===== src/rtl/pdstk_pkg.sv =====
package pdstk_pkg;
  typedef enum logic [2:0] {
    ST_IDLE   = 3'd0,
    ST_CHECK  = 3'd1,
    ST_MEM    = 3'd2,
    ST_SETTLE = 3'd3,
    ST_DONE   = 3'd4
  } pd_state_e;
endpackage


===== src/rtl/pdstk_limit_chk.sv =====
module pdstk_limit_chk #(
  parameter int CNT_W = 15
) (
  input  logic             is_pull,
  input  logic [CNT_W-1:0] space_cnt,
  input  logic [CNT_W-1:0] word_cnt,
  input  logic             space_inh,
  input  logic             word_inh,
  output logic             space_flt,
  output logic             word_flt,
  output logic             trap_req,
  output logic             abort_req
);
  localparam logic [CNT_W-1:0] CNT_MAX = {CNT_W{1'b1}};
  localparam logic [CNT_W-1:0] CNT_ZERO = '0;

  always_comb begin
    if (is_pull) begin
      space_flt = (space_cnt == CNT_MAX);
      word_flt  = (word_cnt == CNT_ZERO);
    end else begin
      space_flt = (space_cnt == CNT_ZERO);
      word_flt  = (word_cnt == CNT_MAX);
    end
    trap_req  = (space_flt && !space_inh) || (word_flt && !word_inh);
    abort_req = (space_flt || word_flt) && !trap_req;
  end
endmodule


===== src/rtl/pdstk_ptr_update.sv =====
module pdstk_ptr_update #(
  parameter int ADDR_W = 17,
  parameter int CNT_W  = 15
) (
  input  logic              is_pull,
  input  logic [ADDR_W-1:0] top_addr,
  input  logic [CNT_W-1:0]  space_cnt,
  input  logic [CNT_W-1:0]  word_cnt,
  output logic [ADDR_W-1:0] top_nx,
  output logic [CNT_W-1:0]  space_nx,
  output logic [CNT_W-1:0]  word_nx,
  output logic              space_zero_nx,
  output logic              word_zero_nx
);
  localparam logic [ADDR_W-1:0] A_ONE = ADDR_W'(1);
  localparam logic [CNT_W-1:0]  C_ONE = CNT_W'(1);

  always_comb begin
    if (is_pull) begin
      top_nx   = top_addr - A_ONE;
      space_nx = space_cnt + C_ONE;
      word_nx  = word_cnt - C_ONE;
    end else begin
      top_nx   = top_addr + A_ONE;
      space_nx = space_cnt - C_ONE;
      word_nx  = word_cnt + C_ONE;
    end
    space_zero_nx = (space_nx == '0);
    word_zero_nx  = (word_nx == '0);
  end
endmodule


===== src/rtl/pdstk_seq.sv =====
module pdstk_seq
  import pdstk_pkg::*;
(
  input  logic      clk,
  input  logic      rst_n,
  input  logic      start,
  output pd_state_e state_o
);
  pd_state_e st_q, st_d;

  always_comb begin
    unique case (st_q)
      ST_IDLE:   st_d = start ? ST_CHECK : ST_IDLE;
      ST_CHECK:  st_d = ST_MEM;
      ST_MEM:    st_d = ST_SETTLE;
      ST_SETTLE: st_d = ST_DONE;
      ST_DONE:   st_d = ST_IDLE;
      default:   st_d = ST_IDLE;
    endcase
  end

  always_ff @(posedge clk or negedge rst_n) begin
    if (!rst_n) st_q <= ST_IDLE;
    else        st_q <= st_d;
  end

  assign state_o = st_q;


  done_to_idle_chk: assert property (@(posedge clk) disable iff (!rst_n)
    (st_q == ST_DONE) |=> (st_q == ST_IDLE));


  check_follows_start_chk: assert property (@(posedge clk) disable iff (!rst_n)
    (st_q == ST_IDLE && start) |=> (st_q == ST_CHECK));
endmodule


===== src/rtl/pushdown_stack_ctl.sv =====
module pushdown_stack_ctl
  import pdstk_pkg::*;
#(
  parameter int DATA_W = 32,
  parameter int ADDR_W = 17,
  parameter int CNT_W  = 15,
  parameter int PASS_W = 15,
  parameter logic [7:0] TRAP_VEC = 8'h42,
  localparam int PTR_W = PASS_W + ADDR_W + 2 * CNT_W + 2
) (
  input  logic              clk,
  input  logic              rst_n,
  input  logic              cmd_valid_i,
  input  logic              cmd_pull_i,
  input  logic [DATA_W-1:0] reg_data_i,
  input  logic [PTR_W-1:0]  ptr_i,
  output logic              busy_o,
  output logic              done_o,
  output logic [PTR_W-1:0]  ptr_o,
  output logic [3:0]        cc_o,
  output logic [DATA_W-1:0] pull_data_o,
  output logic              trap_o,
  output logic [7:0]        trap_vec_o,
  output logic              abort_o,
  output logic              mem_we_o,
  output logic              mem_re_o,
  output logic [ADDR_W-1:0] mem_addr_o,
  output logic [DATA_W-1:0] mem_wdata_o,
  input  logic [DATA_W-1:0] mem_rdata_i
);
  localparam int WORD_LSB  = 0;
  localparam int WINH_BIT  = CNT_W;
  localparam int SPACE_LSB = CNT_W + 1;
  localparam int SINH_BIT  = 2 * CNT_W + 1;
  localparam int ADDR_LSB  = 2 * CNT_W + 2;
  localparam int PASS_LSB  = ADDR_LSB + ADDR_W;

  // reset: asynchronous assert, synchronous release
  logic [1:0] rst_sync_q;
  logic       rst_s_n;
  always_ff @(posedge clk or negedge rst_n) begin
    if (!rst_n) rst_sync_q <= 2'b00;
    else        rst_sync_q <= {rst_sync_q[0], 1'b1};
  end
  assign rst_s_n = rst_sync_q[1];

  pd_state_e st;
  logic      accept;
  assign accept = cmd_valid_i && (st == ST_IDLE);

  pdstk_seq u_seq (
    .clk     (clk),
    .rst_n   (rst_s_n),
    .start   (cmd_valid_i),
    .state_o (st)
  );

  // command capture
  logic              pull_q;
  logic [DATA_W-1:0] data_q;
  logic [PTR_W-1:0]  ptr_q;
  always_ff @(posedge clk or negedge rst_s_n) begin
    if (!rst_s_n) begin
      pull_q <= 1'b0;
      data_q <= '0;
      ptr_q  <= '0;
    end else if (accept) begin
      pull_q <= cmd_pull_i;
      data_q <= reg_data_i;
      ptr_q  <= ptr_i;
    end
  end

  logic [ADDR_W-1:0] top_addr;
  logic [CNT_W-1:0]  space_cnt, word_cnt;
  logic              space_inh, word_inh;
  logic [PASS_W-1:0] pass_bits;
  assign word_cnt  = ptr_q[WORD_LSB +: CNT_W];
  assign word_inh  = ptr_q[WINH_BIT];
  assign space_cnt = ptr_q[SPACE_LSB +: CNT_W];
  assign space_inh = ptr_q[SINH_BIT];
  assign top_addr  = ptr_q[ADDR_LSB +: ADDR_W];
  assign pass_bits = ptr_q[PASS_LSB +: PASS_W];

  logic space_flt, word_flt, trap_req, abort_req;
  pdstk_limit_chk #(.CNT_W(CNT_W)) u_lim (
    .is_pull   (pull_q),
    .space_cnt (space_cnt),
    .word_cnt  (word_cnt),
    .space_inh (space_inh),
    .word_inh  (word_inh),
    .space_flt (space_flt),
    .word_flt  (word_flt),
    .trap_req  (trap_req),
    .abort_req (abort_req)
  );

  logic [ADDR_W-1:0] top_nx;
  logic [CNT_W-1:0]  space_nx, word_nx;
  logic              space_zero_nx, word_zero_nx;
  pdstk_ptr_update #(.ADDR_W(ADDR_W), .CNT_W(CNT_W)) u_upd (
    .is_pull       (pull_q),
    .top_addr      (top_addr),
    .space_cnt     (space_cnt),
    .word_cnt      (word_cnt),
    .top_nx        (top_nx),
    .space_nx      (space_nx),
    .word_nx       (word_nx),
    .space_zero_nx (space_zero_nx),
    .word_zero_nx  (word_zero_nx)
  );

  // decision registered in CHECK
  logic trap_q, abort_q, sflt_q, wflt_q, ok_q;
  always_ff @(posedge clk or negedge rst_s_n) begin
    if (!rst_s_n) begin
      trap_q  <= 1'b0;
      abort_q <= 1'b0;
      sflt_q  <= 1'b0;
      wflt_q  <= 1'b0;
      ok_q    <= 1'b0;
    end else if (st == ST_CHECK) begin
      trap_q  <= trap_req;
      abort_q <= abort_req;
      sflt_q  <= space_flt;
      wflt_q  <= word_flt;
      ok_q    <= !(space_flt || word_flt);
    end
  end

  // memory port
  assign mem_we_o    = (st == ST_MEM) && ok_q && !pull_q;
  assign mem_re_o    = (st == ST_MEM) && ok_q && pull_q;
  assign mem_addr_o  = pull_q ? top_addr : top_nx;
  assign mem_wdata_o = data_q;

  // result assembly
  logic [PTR_W-1:0]  ptr_d;
  logic [3:0]        cc_d;
  always_comb begin
    if (ok_q) begin
      ptr_d = {pass_bits, top_nx, space_inh, space_nx, word_inh, word_nx};
      cc_d  = {1'b0, space_zero_nx, 1'b0, word_zero_nx};
    end else if (abort_q) begin
      ptr_d = ptr_q;
      cc_d  = {wflt_q, (space_cnt == '0), sflt_q, (word_cnt == '0)};
    end else begin
      ptr_d = ptr_q;
      cc_d  = 4'b0000;
    end
  end

  logic [PTR_W-1:0]  ptr_res_q;
  logic [3:0]        cc_res_q;
  logic [DATA_W-1:0] rd_res_q;
  logic              trap_res_q, abort_res_q;
  always_ff @(posedge clk or negedge rst_s_n) begin
    if (!rst_s_n) begin
      ptr_res_q   <= '0;
      cc_res_q    <= '0;
      trap_res_q  <= 1'b0;
      abort_res_q <= 1'b0;
    end else if (st == ST_SETTLE) begin
      ptr_res_q   <= ptr_d;
      cc_res_q    <= cc_d;
      trap_res_q  <= trap_q;
      abort_res_q <= abort_q;
    end
  end

  always_ff @(posedge clk or negedge rst_s_n) begin
    if (!rst_s_n)                              rd_res_q <= '0;
    else if (st == ST_SETTLE && ok_q && pull_q) rd_res_q <= mem_rdata_i;
  end

  assign busy_o      = (st != ST_IDLE);
  assign done_o      = (st == ST_DONE);
  assign ptr_o       = ptr_res_q;
  assign cc_o        = cc_res_q;
  assign pull_data_o = rd_res_q;
  assign trap_o      = done_o && trap_res_q;
  assign abort_o     = done_o && abort_res_q;
  assign trap_vec_o  = trap_o ? TRAP_VEC : 8'h00;


  mem_excl_chk: assert property (@(posedge clk) disable iff (!rst_s_n)
    $onehot0({mem_we_o, mem_re_o}));


  push_addr_chk: assert property (@(posedge clk) disable iff (!rst_s_n)
    mem_we_o |-> (mem_addr_o == top_addr + ADDR_W'(1)));


  done_latency_chk: assert property (@(posedge clk) disable iff (!rst_s_n)
    done_o |-> $past(accept, 4));


  done_pulse_chk: assert property (@(posedge clk) disable iff (!rst_s_n)
    done_o |=> !done_o);


  trap_keep_chk: assert property (@(posedge clk) disable iff (!rst_s_n)
    trap_o |-> (ptr_o == ptr_q && cc_o == 4'b0000 && !abort_o));


  abort_keep_chk: assert property (@(posedge clk) disable iff (!rst_s_n)
    abort_o |-> (ptr_o == ptr_q && (cc_o[3] || cc_o[1])));


  cc_ok_chk: assert property (@(posedge clk) disable iff (!rst_s_n)
    (done_o && !trap_o && !abort_o) |->
      (!cc_o[3] && !cc_o[1] &&
       cc_o[2] == (ptr_o[SPACE_LSB +: CNT_W] == '0) &&
       cc_o[0] == (ptr_o[WORD_LSB +: CNT_W] == '0)));


  pass_keep_chk: assert property (@(posedge clk) disable iff (!rst_s_n)
    done_o |-> (ptr_o[PASS_LSB +: PASS_W] == ptr_q[PASS_LSB +: PASS_W]));
endmodule


===== config.mk =====
export PLATFORM = sky130hd
export DESIGN_NAME = pushdown_stack_ctl
export DESIGN_NICKNAME = d
export VERILOG_FILES = /design/src/rtl/pdstk_pkg.sv /design/src/rtl/pdstk_limit_chk.sv /design/src/rtl/pdstk_ptr_update.sv /design/src/rtl/pdstk_seq.sv /design/src/rtl/pushdown_stack_ctl.sv
export SDC_FILE = /design/constraint.sdc
export NUM_CORES = 1
export LEC_CHECK = 0
export BUFFER_PORTS_ARGS = -buffer_cell sky130_fd_sc_hd__buf_2
export CORE_UTILIZATION = 34
export CTS_CLUSTER_DIAMETER = 80
export CTS_CLUSTER_SIZE = 16
export DETAILED_ROUTE_END_ITERATION = 8
export SLEW_MARGIN = 10
export SYNTH_ARGS = -nofsm -noshare
export SYNTH_HDL_FRONTEND = slang
export SYNTH_SLANG_ARGS = --single-unit

===== constraint.sdc =====
create_clock -name clk -period 6.25 [get_ports clk]
set_clock_uncertainty 0.15 [all_clocks]
set_input_delay 1.5625 -clock clk [delete_from_list [all_inputs] [get_ports clk]]
set_output_delay 1.5625 -clock clk [all_outputs]
set_load 0.05 [all_outputs]

Word-level counts from Yosys, hierarchy flattened
Cells that the tools add are included.

Equality and inequality tests: 6. Add/sub/neg operators: 6. Muxes and demuxes: 12. Reductions and logical operators: 24.

Operators with widths (number): logical NOT 15 bit (4); 2-to-1 mux 49 bit (1); 2-to-1 mux 17 bit (2); adder 15 x 1 -> 15 bit, second input constant (2); == test 15 bit, second input constant (2); 2-to-1 mux 15 bit (2); subtractor 15 x 1 -> 15 bit, second input constant (2); adder 17 x 1 -> 17 bit, second input constant (1); subtractor 17 x 1 -> 17 bit, second input constant (1); case mux 3 bit (4 select lines) (1); logical AND 1 bit (11); 2-to-1 mux 4 bit (2); 2-to-1 mux 7 bit (1); == test 3 x 2 -> 1 bit, second input constant (2); logical NOT 1 bit (5); == test 3 x 1 -> 1 bit, second input constant (1); == test 3 bit, second input constant (1); logical NOT 3 bit (1); 2-to-1 mux 1 bit (3); nonzero test 3 bit (1); logical OR 1 bit (2).

Bits in registers: 209. Bits of input ports: 132. Logic and storage cells: 63. Output and inout port bits: 163.

Logic depth before layout (Yosys ltp)
Depth after elaboration: 6. Mapped depth: 12. Depth with buffers taken out: 10.

By module
From an unflattened synthesis, not the netlist that was laid out.

Cell total of the unflattened synthesis: 934. Area total of the unflattened synthesis: 11013.1 µm².

By module, submodules not included: pushdown_stack_ctl (area an instance 8461.9 µm², sequential area each 5154.9 µm², cells an instance 599, times used 1); pdstk_ptr_update (area an instance 2222.1 µm², sequential area each 0.0 µm², cells an instance 298, times used 1); pdstk_limit_chk (area an instance 225.2 µm², sequential area each 0.0 µm², cells an instance 28, times used 1); pdstk_seq (area an instance 103.8 µm², sequential area each 75.1 µm², cells an instance 9, times used 1).

Worst setup path after synthesis
No wires, ideal clock.

Path type: register to output. Start point: register pull_q. End point: output mem_addr_o[14]. Path buffers: 2. Required time: 4.537 ns. Stages on the path, launching flop included: 12. Path slack: 0.335 ns. Arrival: 4.202 ns. Path through: dfrtp_1 -> buf_2 -> inv_1 -> clkbuf_1 -> fa_1 -> nor2b_1 -> o31a_1 -> o2111ai_1 -> a21oi_1 -> nor2_1 -> xor2_1 -> o21ai_0.

Longest elaborated chain between the ends: 2.

RTL lines: from (decl) (line pushdown_stack_ctl.sv:59) `logic pull_q;`; from (signal assigned) (line pushdown_stack_ctl.sv:68) `pull_q <= cmd_pull_i;`; 2-to-1 mux 17 bit (line pdstk_ptr_update.sv:19) `if (is_pull) begin`; 2-to-1 mux 17 bit * (line pushdown_stack_ctl.sv:134) `assign mem_addr_o = pull_q ? top_addr : top_nx;`; to (decl) (line pushdown_stack_ctl.sv:27) `output logic [ADDR_W-1:0] mem_addr_o,`.

Every way passes the cells marked *; elsewhere a longest branch is shown, timed or not.

Worst setup path after layout
Start point: register pull_q. End point: output mem_addr_o[16].

Same word-level chain as after synthesis.

==> summary.txt <==
Global route
  – Antenna violations before repair: 0
  – Vias in the first global route: 8122
  – All-Layer GR Usage: 0.172
  – First-pass GRT wire length: ~44000 µm
  – Grt ovf: 0
  – Largest net degree at the start of global routing: 133

Flow run
  – Max Cap Viol: 0

Place
  – IO Port Bufs: 288
  – Routability cong.: 0.801
  – Post-DP HPWL: 20200 µm
  – DP Cell Count: between 1.5k and 2k

CTS
  – Clock transition at the registers of the reported paths: 0.07 ns
  – CTS H-Tree Depth: 1
  – TritonCTS clock tree: yes
  – CTS Hold Bufs: 0
  – Clock Sinks: 209
  – CTS Root Cell: clkbuf_16
  – Post-CTS Setup Inserts: 0
  – Total CTS buffers: 18
  – Worst-Skew Late Latency: 0.49 ns
  – Max clock buf depth: 3
  – Cts repair resizes: 0

Final layout
  – Commonest non-fill, non-tap cell in the layout: buf_2
  – Area growth from synthesis to layout: 22.3%
  – Post-layout util: 0.425
  – Layout cells sized above 1: 0.352
  – Final non-filler cell total: 1653
  – Antenna Cells: 0
  – Commonest non-fill, non-tap cells in the layout: buf_2, dfrtp_1, nand2_1, mux2_2, o21ai_0
  – Net count, final: 1429

Worst setup path
  – WP buf/inv: 2
  – Req. time, crit path: ~4.5 ns
  – Most common cell on crit path: o21ai_1
  – CP Launch Type: register
  – Crit path max fanout: 38
  – CP arrival: 3.73 ns
  – WS Path Type: register to output port
  – Slowest stage delay, CP: 0.81 ns
  – Slowest-stage cell, CP: dfrtp_2
  – Crit path cell chain: inv_1, fa_1, nor2b_1, o31a_1, o2111ai_1, a21oi_1, o21ai_1, a21boi_0, o21ai_1, xnor2_1, buf_2
  – Delay-heaviest family, CP: compound AO/OA/AOI/OAI gates
  – CP endpoint kind: output port

Synthesis
  – Sequential share of the synthesized area: 0.491
  – Synthesized cell area: ~11000 µm²
  – Yosys top cell area share: 0.491
  – Synth area leaders: dfrtp_1, mux2_2, ha_1
  – Fraction of registers with async set/reset: 1.00
  – Prevailing post-synth register cell: dfrtp_1
  – Syn. warnings: 0
  – Synth area leader: dfrtp_1
  – Gate count of the mapped netlist: 978
  – Synthesized flop and latch total: 209
  – Netlist cell types: 66
  – Syn Area/Cell: 10.9 µm²
  – Number of synthesized flops with an enable pin: 0

Worst hold path
  – Worst Hold Class: register to async pin

Timing
  – RSZ-0062 raised after global routing: false
  – Final period utilization: 0.870
  – Post-route setup TNS: 0 ns
  – Final Max Tran Viols: 0
  – Final hold vios: 0
  – Final Critical Period: 5.44 ns
  – Achievable frequency: 184 MHz
  – Worst Tran Pin Value: 0.991 ns
  – Max-Slew Margin vs Limit: 0.339
  – Final setup fails: 0

Detailed routing
  – Vias post-DR: between 8k and 9k
  – Iteration-0 DRC count of the detailed router: 464
  – Pre-antenna DRT Iters: 5
  – Routed Wire Length: 27900 µm
  – Antenna viol nets, final: 0
  – Via density: approximately 5
  – DR DRC count: 0
  – Drt wl/cell: 16.9 µm

Floorplanning
  – Die footprint: 32000 µm²
  – DIE WIDTH: ~180 µm
  – Die span in y: 179 µm
  – Starting density of the core: 0.347
  – IO Count: 295
  – Placement row count: 64
  – Core Region: ~31000 µm²

Outcome
  – Outcome: finished, final reports clean
==> path summary, 6_finish.rpt <==
| kind | startpoint | slack (ns) | end | depth (start not counted) |
|---|---|---|---|---|
| setup reg to reg | pull_q | 2.64 | cc_o[2] | 11 |
| hold reg to reg | rst_sync_q[1] | 0.04 | ptr_q[0] | 0 |
| setup / recovery | pull_q | 0.81 | mem_addr_o[16] | 11 |
| hold / removal | rst_sync_q[1] | 0.04 | ptr_q[0] | 0 |
| min in group clk | rst_sync_q[0] | 0.20 | rst_sync_q[1] | 0 |
| max in group asynchronous | rst_sync_q[1] | 4.82 | ok_q | 1 |
==> routing by layer <==
layer	vias to the layer above	wire length [µm]	track usage
met5	-	0	0
met2	236	13300	0.288
met1	4001	12100	0.225
met4	0	538	0.0417
met3	26	1970	0.0386
li1	4038	-	-
==> cell families (layout without fill, tap and decap cells) <==
group	Yosys count	after routing	synth area share
AND/OR/NAND/NOR	264	264	0.115
multiplexers	149	149	0.155
flip-flops	209	209	0.491
other	2	7	0.000705
AO/OA/AOI/OAI	197	197	0.119
buffers and inverters	68	342	0.0277
adder cells (fa/ha/maj)	46	46	0.0562
XOR/XNOR	43	43	0.0354
==> layout make-up <==
cell class,count,area [µm²]
fill,2971,17600
inverter,17,63.8
tap,396,495
timing repair buffer,299,1550
sequential,209,5240
clock inverter,4,37.5
multi-input combinational,706,5150
clock buffer,22,497
==> cells in the mapped netlist, drive strengths merged, types with 13 or more instances <==
cell type  instances
mux2             126
nor4              13
dfrtp            209
o21a              23
nor2              36
nand4             13
ha                43
buf               26
mux2i             23
nand2            135
a21oi             39
clkbuf            25
o21ai             70
nor3              18
inv               17
xnor2             28
xor2              15
==> worst register-to-register path: stages, from the launching register on <==
cell and delay (ns):
dfrtp_2 0.81, inv_1 0.19, buf_4 0.29, ha_1 0.45, nand3_1 0.09, or2_2 0.32
nor4bb_1 0.33, nor3_1 0.11, xnor2_1 0.17, nor4_1 0.30, nand3b_1 0.12, o31ai_1 0.19
==> metrics by stage <==
| step | instance area [µm²] | hold WS (ns) | worst slack (ns) |
|---|---|---|---|
| finish | 13000 | 0.0432 | 0.812 |
| global route | 13000 | 0.0673 | 0.513 |
| CTS | 13000 | 0.0540 | 0.751 |
| detailed placement | 12500 | 0.0467 | 1.30 |
| global placement | 12500 | 0.0451 | 1.35 |
| floorplan | 10700 | 0.181 | 0.335 |
==> state kept, by name (all words and copies together) (netlist names) <==
| name | count |
|---|---|
| abort_res_q | 1 |
| pull_q | 1 |
| abort_q | 1 |
| mem_wdata_o | 32 |
| ptr_o | 64 |
| pull_data_o | 32 |
| trap_res_q | 1 |
| wflt_q | 1 |
| ptr_q | 64 |
| u_seq.state_o | 3 |
| trap_q | 1 |
| sflt_q | 1 |
| ok_q | 1 |
| cc_o | 4 |
| rst_sync_q | 2 |
Power is left out: the tool's default activity adds up to more than one toggle a clock period on the data nets, which glitch-free logic cannot reach.
